**config.mk**
```make
export PLATFORM = sky130hd
export DESIGN_NAME = qenc_emu
export DESIGN_NICKNAME = d
export VERILOG_FILES = /design/src/rtl/qe_pkg.sv /design/src/rtl/qe_angle_filter.sv /design/src/rtl/qe_step_tracker.sv /design/src/rtl/qe_phase_out.sv /design/src/rtl/qenc_emu.sv
export SDC_FILE = /design/constraint.sdc
export NUM_CORES = 1
export LEC_CHECK = 0
export CORE_UTILIZATION = 66
export CTS_CLUSTER_SIZE = 16
export DETAILED_ROUTE_END_ITERATION = 10
export GPL_TIMING_DRIVEN = 0
export HOLD_SLACK_MARGIN = 0.02
export PLACE_DENSITY = 0.82
export SLEW_MARGIN = 25
export SYNTH_ARGS = -nofsm -noshare
export SYNTH_HDL_FRONTEND = slang
export SYNTH_HIERARCHICAL = 1
export SYNTH_SLANG_ARGS = --single-unit
```
**constraint.sdc**
```tcl
create_clock -name clk -period 9.6 [get_ports clk]
set_input_delay 1.92 -clock clk [delete_from_list [all_inputs] [get_ports clk]]
set_output_delay 1.92 -clock clk [all_outputs]
set_load 0.02 [all_outputs]
```
**src/rtl/qe_pkg.sv**
```systemverilog
package qe_pkg;
  localparam int POS_W = 13;

  function automatic logic [POS_W-1:0] steps_for(input logic bin, input logic [2:0] code);
    logic [POS_W-1:0] s;
    if (bin) begin
      case (code)
        3'd0:    s = 13'd4096;
        3'd1:    s = 13'd2048;
        default: s = 13'd1024;
      endcase
    end else begin
      case (code)
        3'd0:    s = 13'd4000;
        3'd1:    s = 13'd2000;
        3'd2:    s = 13'd1600;
        3'd3:    s = 13'd1200;
        3'd4:    s = 13'd800;
        3'd5:    s = 13'd400;
        3'd6:    s = 13'd200;
        default: s = 13'd100;
      endcase
    end
    return s;
  endfunction
endpackage

```
**src/rtl/qe_angle_filter.sv**
```systemverilog
module qe_angle_filter #(
  parameter int ANG_W = 14
) (
  input  logic             clk,
  input  logic             rst_n,
  input  logic             smp_vld,
  input  logic [ANG_W-1:0] angle,
  input  logic [1:0]       hys_sel,
  input  logic             fault,
  output logic [ANG_W-1:0] hang,
  output logic             primed
);
  localparam int HSH = ANG_W - 11;

  logic [ANG_W-1:0] hang_q, hang_n, d, mag, thr;
  logic             primed_q, primed_n, known_q, known_n, back_q, back_n;
  logic             neg, take;

  always_comb begin
    d        = angle - hang_q;
    neg      = d[ANG_W-1];
    mag      = neg ? (~d + 1'b1) : d;
    thr      = {{(ANG_W-2){1'b0}}, 2'd3 - hys_sel} << HSH;
    take     = smp_vld && !fault;
    hang_n   = hang_q;
    primed_n = primed_q;
    known_n  = known_q;
    back_n   = back_q;
    if (take) begin
      if (!primed_q) begin
        hang_n   = angle;
        primed_n = 1'b1;
        known_n  = 1'b0;
      end else if (d != '0) begin
        if (!known_q || (neg == back_q) || (mag > thr)) begin
          hang_n  = angle;
          known_n = 1'b1;
          back_n  = neg;
        end
      end
    end
  end

  always_ff @(posedge clk or negedge rst_n) begin
    if (!rst_n) begin
      hang_q   <= '0;
      primed_q <= 1'b0;
      known_q  <= 1'b0;
      back_q   <= 1'b0;
    end else begin
      hang_q   <= hang_n;
      primed_q <= primed_n;
      known_q  <= known_n;
      back_q   <= back_n;
    end
  end

  assign hang   = hang_q;
  assign primed = primed_q;

  a_r10_hang_idle: assert property (@(posedge clk) disable iff (!rst_n)
    (!smp_vld) |=> $stable(hang_q));
  a_r11_fault_drops_sample: assert property (@(posedge clk) disable iff (!rst_n)
    fault |=> ($stable(hang_q) && $stable(primed_q)));
endmodule

```
**src/rtl/qe_step_tracker.sv**
```systemverilog
module qe_step_tracker #(
  parameter int ANG_W    = 14,
  parameter int POS_W    = 13,
  parameter int STEP_GAP = 3
) (
  input  logic             clk,
  input  logic             rst_n,
  input  logic [ANG_W-1:0] hang,
  input  logic             primed,
  input  logic [POS_W-1:0] steps,
  input  logic             hold,
  output logic [POS_W-1:0] pos,
  output logic             locked
);
  localparam int GW   = $clog2(STEP_GAP + 1);
  localparam int PR_W = ANG_W + POS_W;
  localparam logic [GW-1:0] GAP_RLD = GW'(STEP_GAP - 1);

  logic [PR_W-1:0]  prod;
  logic [POS_W-1:0] target, pos_q, pos_n, steps_q, pos_inc, pos_dec;
  logic [POS_W:0]   fwd;
  logic [GW-1:0]    gap_q, gap_n;
  logic             locked_q, locked_n, go_fwd, relock, step_en;

  always_comb begin
    prod    = {{POS_W{1'b0}}, hang} * {{ANG_W{1'b0}}, steps};
    target  = prod[PR_W-1:ANG_W];
    if (target >= pos_q) fwd = {1'b0, target} - {1'b0, pos_q};
    else                 fwd = {1'b0, target} + {1'b0, steps_q} - {1'b0, pos_q};
    go_fwd  = {fwd, 1'b0} <= {2'b00, steps_q};
    pos_inc = (pos_q == steps_q - 1'b1) ? '0 : pos_q + 1'b1;
    pos_dec = (pos_q == '0) ? steps_q - 1'b1 : pos_q - 1'b1;
    relock  = (steps != steps_q);
    step_en = locked_q && !relock && !hold && (gap_q == '0) && (fwd != '0);

    pos_n    = pos_q;
    locked_n = locked_q;
    gap_n    = (gap_q != '0) ? gap_q - 1'b1 : gap_q;
    if (relock) begin
      locked_n = 1'b0;
    end else if (!locked_q && primed) begin
      pos_n    = target;
      locked_n = 1'b1;
    end else if (step_en) begin
      pos_n = go_fwd ? pos_inc : pos_dec;
      gap_n = GAP_RLD;
    end
  end

  always_ff @(posedge clk or negedge rst_n) begin
    if (!rst_n) begin
      pos_q    <= '0;
      locked_q <= 1'b0;
      gap_q    <= '0;
      steps_q  <= '0;
    end else begin
      pos_q    <= pos_n;
      locked_q <= locked_n;
      gap_q    <= gap_n;
      steps_q  <= steps;
    end
  end

  assign pos    = pos_q;
  assign locked = locked_q;

  a_r8_single_step: assert property (@(posedge clk) disable iff (!rst_n)
    (locked_q && $past(locked_q)) |->
      ((pos_q == $past(pos_q)) ||
       (pos_q == (($past(pos_q) == steps_q - 1'b1) ? '0 : $past(pos_q) + 1'b1)) ||
       (pos_q == (($past(pos_q) == '0) ? steps_q - 1'b1 : $past(pos_q) - 1'b1))));
  a_r8_spacing: assert property (@(posedge clk) disable iff (!rst_n)
    (locked_q && gap_q != '0) |=> $stable(pos_q));
  a_r12_in_range: assert property (@(posedge clk) disable iff (!rst_n)
    locked_q |-> (pos_q < steps_q));
  a_r11_hold_pos: assert property (@(posedge clk) disable iff (!rst_n)
    (hold && locked_q) |=> $stable(pos_q));
endmodule

```
**src/rtl/qe_phase_out.sv**
```systemverilog
module qe_phase_out #(
  parameter int POS_W = 13
) (
  input  logic             clk,
  input  logic             rst_n,
  input  logic [POS_W-1:0] pos,
  input  logic             locked,
  input  logic             fault,
  input  logic             inv,
  output logic             out_a,
  output logic             out_b,
  output logic             out_i
);
  logic [1:0] ph;
  logic [2:0] abi_q, abi_n;
  logic       live, live_q;

  always_comb begin
    ph    = inv ? (2'd0 - pos[1:0]) : pos[1:0];
    live  = locked && !fault;
    abi_n = live ? {(ph == 2'd1) || (ph == 2'd2), ph[1], pos == '0} : 3'b111;
  end

  always_ff @(posedge clk or negedge rst_n) begin
    if (!rst_n) begin
      abi_q  <= 3'b111;
      live_q <= 1'b0;
    end else begin
      abi_q  <= abi_n;
      live_q <= live;
    end
  end

  assign out_a = abi_q[2];
  assign out_b = abi_q[1];
  assign out_i = abi_q[0];

  a_r11_safe_state: assert property (@(posedge clk) disable iff (!rst_n)
    fault |=> (abi_q == 3'b111));
  a_r1_startup_high: assert property (@(posedge clk) disable iff (!rst_n)
    (!locked) |=> (abi_q == 3'b111));
  a_r5_one_edge: assert property (@(posedge clk) disable iff (!rst_n)
    (live_q && $past(live_q) && ($past(inv) == $past(inv, 2))) |->
      ($countones(abi_q[2:1] ^ $past(abi_q[2:1])) <= 1));
endmodule

```
**src/rtl/qenc_emu.sv**
```systemverilog
module qenc_emu #(
  parameter int ANG_W    = 14,
  parameter int STEP_GAP = 3
) (
  input  logic             clk,
  input  logic             rst_n,
  input  logic             smp_vld,
  input  logic [ANG_W-1:0] angle,
  input  logic [2:0]       res_sel,
  input  logic             bin_mode,
  input  logic             dir_inv,
  input  logic [1:0]       hys_sel,
  input  logic             fault,
  output logic             out_a,
  output logic             out_b,
  output logic             out_i
);
  localparam int POS_W = qe_pkg::POS_W;

  logic [ANG_W-1:0] hang;
  logic [POS_W-1:0] steps, pos;
  logic             primed, locked;

  assign steps = qe_pkg::steps_for(bin_mode, res_sel);

  qe_angle_filter #(.ANG_W(ANG_W)) u_filt (
    .clk(clk), .rst_n(rst_n), .smp_vld(smp_vld), .angle(angle),
    .hys_sel(hys_sel), .fault(fault), .hang(hang), .primed(primed));

  qe_step_tracker #(.ANG_W(ANG_W), .POS_W(POS_W), .STEP_GAP(STEP_GAP)) u_trk (
    .clk(clk), .rst_n(rst_n), .hang(hang), .primed(primed), .steps(steps),
    .hold(fault), .pos(pos), .locked(locked));

  qe_phase_out #(.POS_W(POS_W)) u_out (
    .clk(clk), .rst_n(rst_n), .pos(pos), .locked(locked), .fault(fault),
    .inv(dir_inv), .out_a(out_a), .out_b(out_b), .out_i(out_i));
endmodule

```
# Yosys cells after proc, flatten, opt, wreduce, memory -nomap -nowiden

Index checks and enable logic that the tools add are counted.

Register bits after elaboration: 49
Input port bits: 25
Output and inout port bits: 3
Word-level logic and storage cells: 88

Add/subtract/negate cells: 11
Multipliers: 1
Magnitude comparators: 3
Equality and inequality tests: 13
Mux-type cells: 24
Bitwise gates (word level): 2
Reductions and logical operators: 25

Operators by type and width:

| cell                                                                  | count |
|---|---|
| 12-bit case mux with 7 select lines                                   | 1 |
| 13-bit 2-to-1 mux                                                     | 6 |
| 14-bit 2-to-1 mux                                                     | 5 |
| 14-bit nonzero test                                                   | 2 |
| 14-bit by 13-bit multiplier with 27-bit output                        | 1 |
| 13-bit case mux with 2 select lines                                   | 1 |
| 13-bit by 1-bit subtractor with 13-bit output, second input constant  | 2 |
| 15-bit by 13-bit <= comparator with 1-bit output                      | 1 |
| 13-bit by 13-bit adder with 14-bit output                             | 1 |
| 14-bit by 1-bit adder with 14-bit output, second input constant       | 1 |
| 14-bit by 5-bit greater-than comparator with 1-bit output             | 1 |
| 14-bit NOT                                                            | 1 |
| 13-bit by 13-bit subtractor with 14-bit output                        | 1 |
| 14-bit by 13-bit subtractor with 14-bit output                        | 1 |
| 14-bit subtractor                                                     | 1 |
| 13-bit by 1-bit adder with 13-bit output, second input constant       | 1 |
| 13-bit equality test                                                  | 1 |
| 13-bit >= comparator                                                  | 1 |
| 13-bit logical NOT                                                    | 1 |
| 13-bit inequality test                                                | 1 |
| 2-bit 2-to-1 mux                                                      | 5 |
| 3-bit equality test, second input constant                            | 3 |
| 1-bit logical AND                                                     | 7 |
| 3-bit by 2-bit equality test with 1-bit output, second input constant | 2 |
| other kinds (19)                                                      | 31 |

# Logic depth before layout (Yosys ltp)

Depth after elaboration: 12
Mapped depth: 45
Mapped depth without buffers: 40

# Cells and area by module

The synthesis kept the hierarchy.

Modules (own cells, without submodules):

| module          | instances | cells each | area each (sq um) | seq. area each (sq um) |
|---|---|---|---|---|
| qe_step_tracker | 1         | 1184       | 9929.5            | 725.7 |
| qe_angle_filter | 1         | 307        | 2368.5            | 425.4 |
| qe_phase_out    | 1         | 16         | 161.4             | 78.8 |
| qenc_emu        | 1         | 25         | 140.1             | 0.0 |

# Worst setup path before layout

No wires, ideal clock.

Kind: input -> register
Start point: in res_sel[1]
End point: reg u_trk.pos_q[7], in the netlist u_trk/pos[7]
Setup time: 0.066 ns
Arrival time: 10.962 ns
Required time: 9.534 ns
Slack: -1.428 ns
Cell stages on the path: 38
Buffers on the path: 4
Cell sequence: buf_2 or3_1 a21oi_1 clkbuf_1 nand2_1 fa_1 fa_1 fa_1 inv_1 fa_1 inv_1 fa_1 inv_1 ha_1 nor3_1 o211ai_1 or2_2 a311o_1 [... 2 more ...] fa_1 a211oi_1 nor3_1 nor3_1 nor2_1 xnor2_1 a21oi_1 ha_1 nand3_1 nor2_1 a211o_1 a41oi_1 o21ai_1 clkbuf_1 buf_1 o211ai_1 a31oi_1 mux2_2

Longest elaborated chain between the ends: 11
Elaborated cells between the ends (all ways): 30
Classes of those cells: add/sub: 3; mul: 1; order compare: 2; eq/ne: 7; mux: 7; bitwise: 1; reduce/logical: 9

RTL lines:

| item                                                                                            | RTL line                                     | source |
|---|---|---|
| start, declared                                                                                 | qenc_emu.sv:9                                | `input logic [2:0] res_sel,` |
| 3-bit equality test (tied with other cells)                                                     | qe_pkg.sv:13                                 | `case (code)` |
| 12-bit case mux with 7 select lines *                                                           | qe_pkg.sv:13                                 |  |
| 13-bit 2-to-1 mux *                                                                             | qe_pkg.sv:6                                  | `if (bin) begin` |
| via steps[6]                                                                                    | qenc_emu.sv:21                               | `logic [POS_W-1:0] steps, pos;` |
| 14-bit by 13-bit multiplier with 27-bit output / 13-bit inequality test (equally long branches) | qe_step_tracker.sv:26, qe_step_tracker.sv:33 |  |
| 13-bit by 13-bit adder with 14-bit output / 1-bit logical NOT (equally long branches)           | qe_step_tracker.sv:29, qe_step_tracker.sv:34 |  |
| 14-bit by 13-bit subtractor with 14-bit output / 1-bit logical AND (equally long branches)      | qe_step_tracker.sv:29, qe_step_tracker.sv:34 |  |
| 14-bit 2-to-1 mux / 1-bit logical AND (equally long branches)                                   | qe_step_tracker.sv:28, qe_step_tracker.sv:34 |  |
| 15-bit by 13-bit <= comparator with 1-bit output (tied with other cells)                        | qe_step_tracker.sv:30                        | `go_fwd = {fwd, 1'b0} <= {2'b00, steps_q};` |
| 13-bit 2-to-1 mux / 1-bit logical AND (equally long branches)                                   | qe_step_tracker.sv:45, qe_step_tracker.sv:34 |  |
| 13-bit 2-to-1 mux / 2-bit nonzero test (equally long branches)                                  | -                                            |  |
| 13-bit 2-to-1 mux / 2-bit AND reduction (equally long branches)                                 | -                                            |  |
| end signal, assigned                                                                            | qe_step_tracker.sv:57                        | `pos_q <= pos_n;` |
| end, declared                                                                                   | qe_step_tracker.sv:20                        | `logic [POS_W-1:0] target, pos_q, pos_n, steps_q, pos_inc, pos_dec;` |

Mark *: on every way through the listed nets, which the timed path passes. The rest lies on a longest branch. The select of a mux whose other input is x is not followed.
A chain may end at the register's enable or synchronous reset.

# Worst setup path after layout

Start point: in res_sel[0]
End point: reg u_trk.pos_q[9], in the netlist u_trk/pos[9]

Same word-level chain as after synthesis.

==> metrics.cfg <==
[clock_network]
cts_sinks = 49
cts_tree = built
cts_buffers = 5
htreeDepth = 2
clock_path_buffers = 2
cts-root-buf = clkbuf_16
insertion_delay_ps = 290
clk_pin_slew_worst_paths_ps = 70

[setup_path]
r2r_slack_ps = -150
path_max_fanout = 8
cp_slowest_cell = fa_1
cp.arrival_ps = 11130
slowest_delay_ps = 590
setup.worst_path.start = res_sel[0]
timing.rr.start = u_filt/hang[5]$_DFFE_PN0P_
critPathKind = input port to flip-flop
required_ps = 9780
critPathLaunchType = input port
r2r-end = u_trk/pos[9]$_DFFE_PN0P_
ff2ff_path_depth = 35
worstSetupEndpointType = flip-flop
setup.worst_path.end = u_trk/pos[9]$_DFFE_PN0P_
crit_top_cell = fa_1

[timing]
fin_crit_sh = 1.14
setup_violations = 14
report.final.slew_viol_count = 0
max_slew_margin = 0.123
skew_ps = 7.57
fmax_mhz = 91.3
finalCriticalPeriod_ps = 10950
setup_ws_ps = -1350
worstMarginPinSlew_ps = 1300
rsz0062_at_grt = yes
final-hold-violation-count = 0

[route]
drt-met1-wl_um = 15200
route.detailed.drc = 0
top_layer = met4
ant_nets = 0
post_drt_wl_per_cell_um = 20.2
avgViaCountPerCell = 6.34
dr_wl_met2_um = 17600
drt_wl_total_um = 37700
route.met3.wl_um = 3720
first_iter_violations = 983
num_vias = 11839
drtPass1Iterations = 6

[job]
maxCapViolations = 0

[status]
outcome = finished, violations left
violations = negative setup slack

[floorplanning]
fp.dieW_um = 140
die-area_mm2 = 0.0196
io_pins = 28
core_mm2 = 0.0187
die_h_um = 140
rows = 50
start_util = 0.674

[min_path]
hold_path_class = flip-flop to flip-flop

[global_route]
grt_max_degree = 50
overflow = 0
grt_first_pass_wirelength_um = 59100
antenna_found_initial = 0
grt_pass1_vias = 11764
grtUsageTotal = 0.384

[yosys]
async_flop_share = 1.00
yosys_warnings = 6
syn_inst = 1532
yosysMostFrequentCell = inv_1
synth_seq_cells = 49
synth_ff_type = dfrtp_1
synth_common_cells = inv_1 (220), nand2_1 (170), fa_1 (146)
yosysSeqAreaShare = 0.0976
ys_top_cells_by_area = fa_1 (23%), ha_1 (13%), dfrtp_1 (9.1%)
synth_top_area_cell = fa_1
syn_area_mm2 = 0.0126
synth_edf_count = 0
syn_area_per_cell_um2 = 8.22
synth_top_area_frac = 0.232
yosysUniqueCellTypes = 90

[final_layout]
final_layout_size_suffix_gt1_frac = 0.165
nNetsFinal = 1931
area_growth_pct = 19.1
final_cell_area_mm2 = 0.0150
antenna_cells = 0

[placed_design]
dpl.hpwl_um = 29000
portBuffers = 24
dpl-instance-area_mm2 = 0.0137
routabilityCongestion = 0.942

## critical path, delay by kind of cell
kind                       cells  cell delay (ps)
xor gates and xnor gates       2              470
muxes                          3              840
buffers and inverters          6              550
and+or+nand+nor                7             1430
adders and majority gates      9             3790
AOI/OAI and AO/OA             11             2140
## cell families (layout without fill, tap and decap cells)
kind of cell	count (synthesis)	after routing	share of synthesized area
AND/OR/NAND/NOR	527	527	0.215
other	1	12	0.000298
multiplexers	28	28	0.0243
XOR/XNOR	93	93	0.0646
flip-flops	49	49	0.0976
AO/OA/AOI/OAI	270	270	0.151
buffers and inverters	290	381	0.0883
adder cells (fa/ha/maj)	274	274	0.359
## cell type report
type                    instances  area [um^2]
plain buffers                  67          444
clock buffers                   6          139
clock inverters                 2         16.3
fillers                      1228         3690
inverters                     222          841
multi-input cells            1204        11300
flip-flops and latches         49         1230
well taps                     234          293
repair buffers                 84          742
## registers in the layout, indices dropped and copies added (netlist names)
register / count
u_filt/hang: 14
u_trk/pos: 13
u_trk/steps_q: 13
u_out/abi_q: 3
u_trk/gap_q: 2
u_filt/back_q: 1
u_filt/known_q: 1
u_filt/primed: 1
u_trk/locked: 1
## what timing repair did
action | in CTS | in global routing
gates cloned | 3 | 1
buffers inserted | 35 | 20
hold buffers | 0 | 0
setup endpoints to repair | 14 | 14
pin swaps | 62 | 36
gates resized for setup | 99 | 58
## worst min path at each step
stage / start / end / slack, ps / cells past startpoint
3_3_place_gp: u_trk/gap_q[0]$_DFF_PN0_ / u_trk/gap_q[0]$_DFF_PN0_ / 430 / 1
3_5_place_dp: u_trk/gap_q[0]$_DFF_PN0_ / u_trk/gap_q[0]$_DFF_PN0_ / 440 / 1
4_1_cts: u_trk/gap_q[0]$_DFF_PN0_ / u_trk/gap_q[0]$_DFF_PN0_ / 460 / 1
5_1_grt: u_trk/gap_q[0]$_DFF_PN0_ / u_trk/gap_q[0]$_DFF_PN0_ / 470 / 1
2_1_floorplan: u_trk/gap_q[0]$_DFF_PN0_ / u_trk/gap_q[0]$_DFF_PN0_ / 420 / 1
6_report: u_trk/gap_q[0]$_DFF_PN0_ / u_trk/gap_q[0]$_DFF_PN0_ / 460 / 1
## placed cells by master (no fill, tap or decap), drive strengths merged, types with 6 or more instances in the layout
| cell | n |
|---|---|
| o31ai | 7 |
| o21ai | 38 |
| a221oi | 15 |
| xnor2 | 72 |
| and2 | 98 |
| conb | 12 |
| clkdlybuf4s50 | 22 |
| nand2 | 170 |
| ha | 127 |
| nor4 | 17 |
| nand2b | 6 |
| buf | 76 |
| or3 | 18 |
| clkbuf | 59 |
| o21a | 13 |
| or2 | 8 |
| fa | 146 |
| dfrtp | 46 |
| a21o | 16 |
| nand4 | 13 |
| xor2 | 21 |
| inv | 222 |
| o211ai | 27 |
| a21oi | 62 |
| mux2 | 15 |
| mux2i | 13 |
| a211o | 7 |
| a22oi | 8 |
| a31oi | 17 |
| nor2 | 63 |
| nor3b | 15 |
| nor2b | 10 |
| a211oi | 10 |
| nor3 | 25 |
| nand3 | 54 |
| and3 | 12 |
## metrics by stage
step                hold WS (ps)   util  worst slack, ps  setup TNS, ps  std cells
floorplan                    418      -             -803          -9500       1543
global placement             433  0.731            -2950         -39480       1801
detailed placement           444  0.731            -3000         -40410       1802
CTS                          458  0.780            -1190         -15310       1848
global route                 469  0.803            -1500         -19590       1868
finish                       458  0.803            -1350         -17110       1868
## per-layer routing
metal | vias to the layer above | GRT usage
met5 | - | 0
met3 | 109 | 0.0612
li1 | 5352 | -
met4 | 0 | 0.126
met1 | 5736 | 0.515
met2 | 642 | 0.638
Power is not shown: default switching activity piles up to over one toggle a cycle in this logic, so the estimate is an artifact.
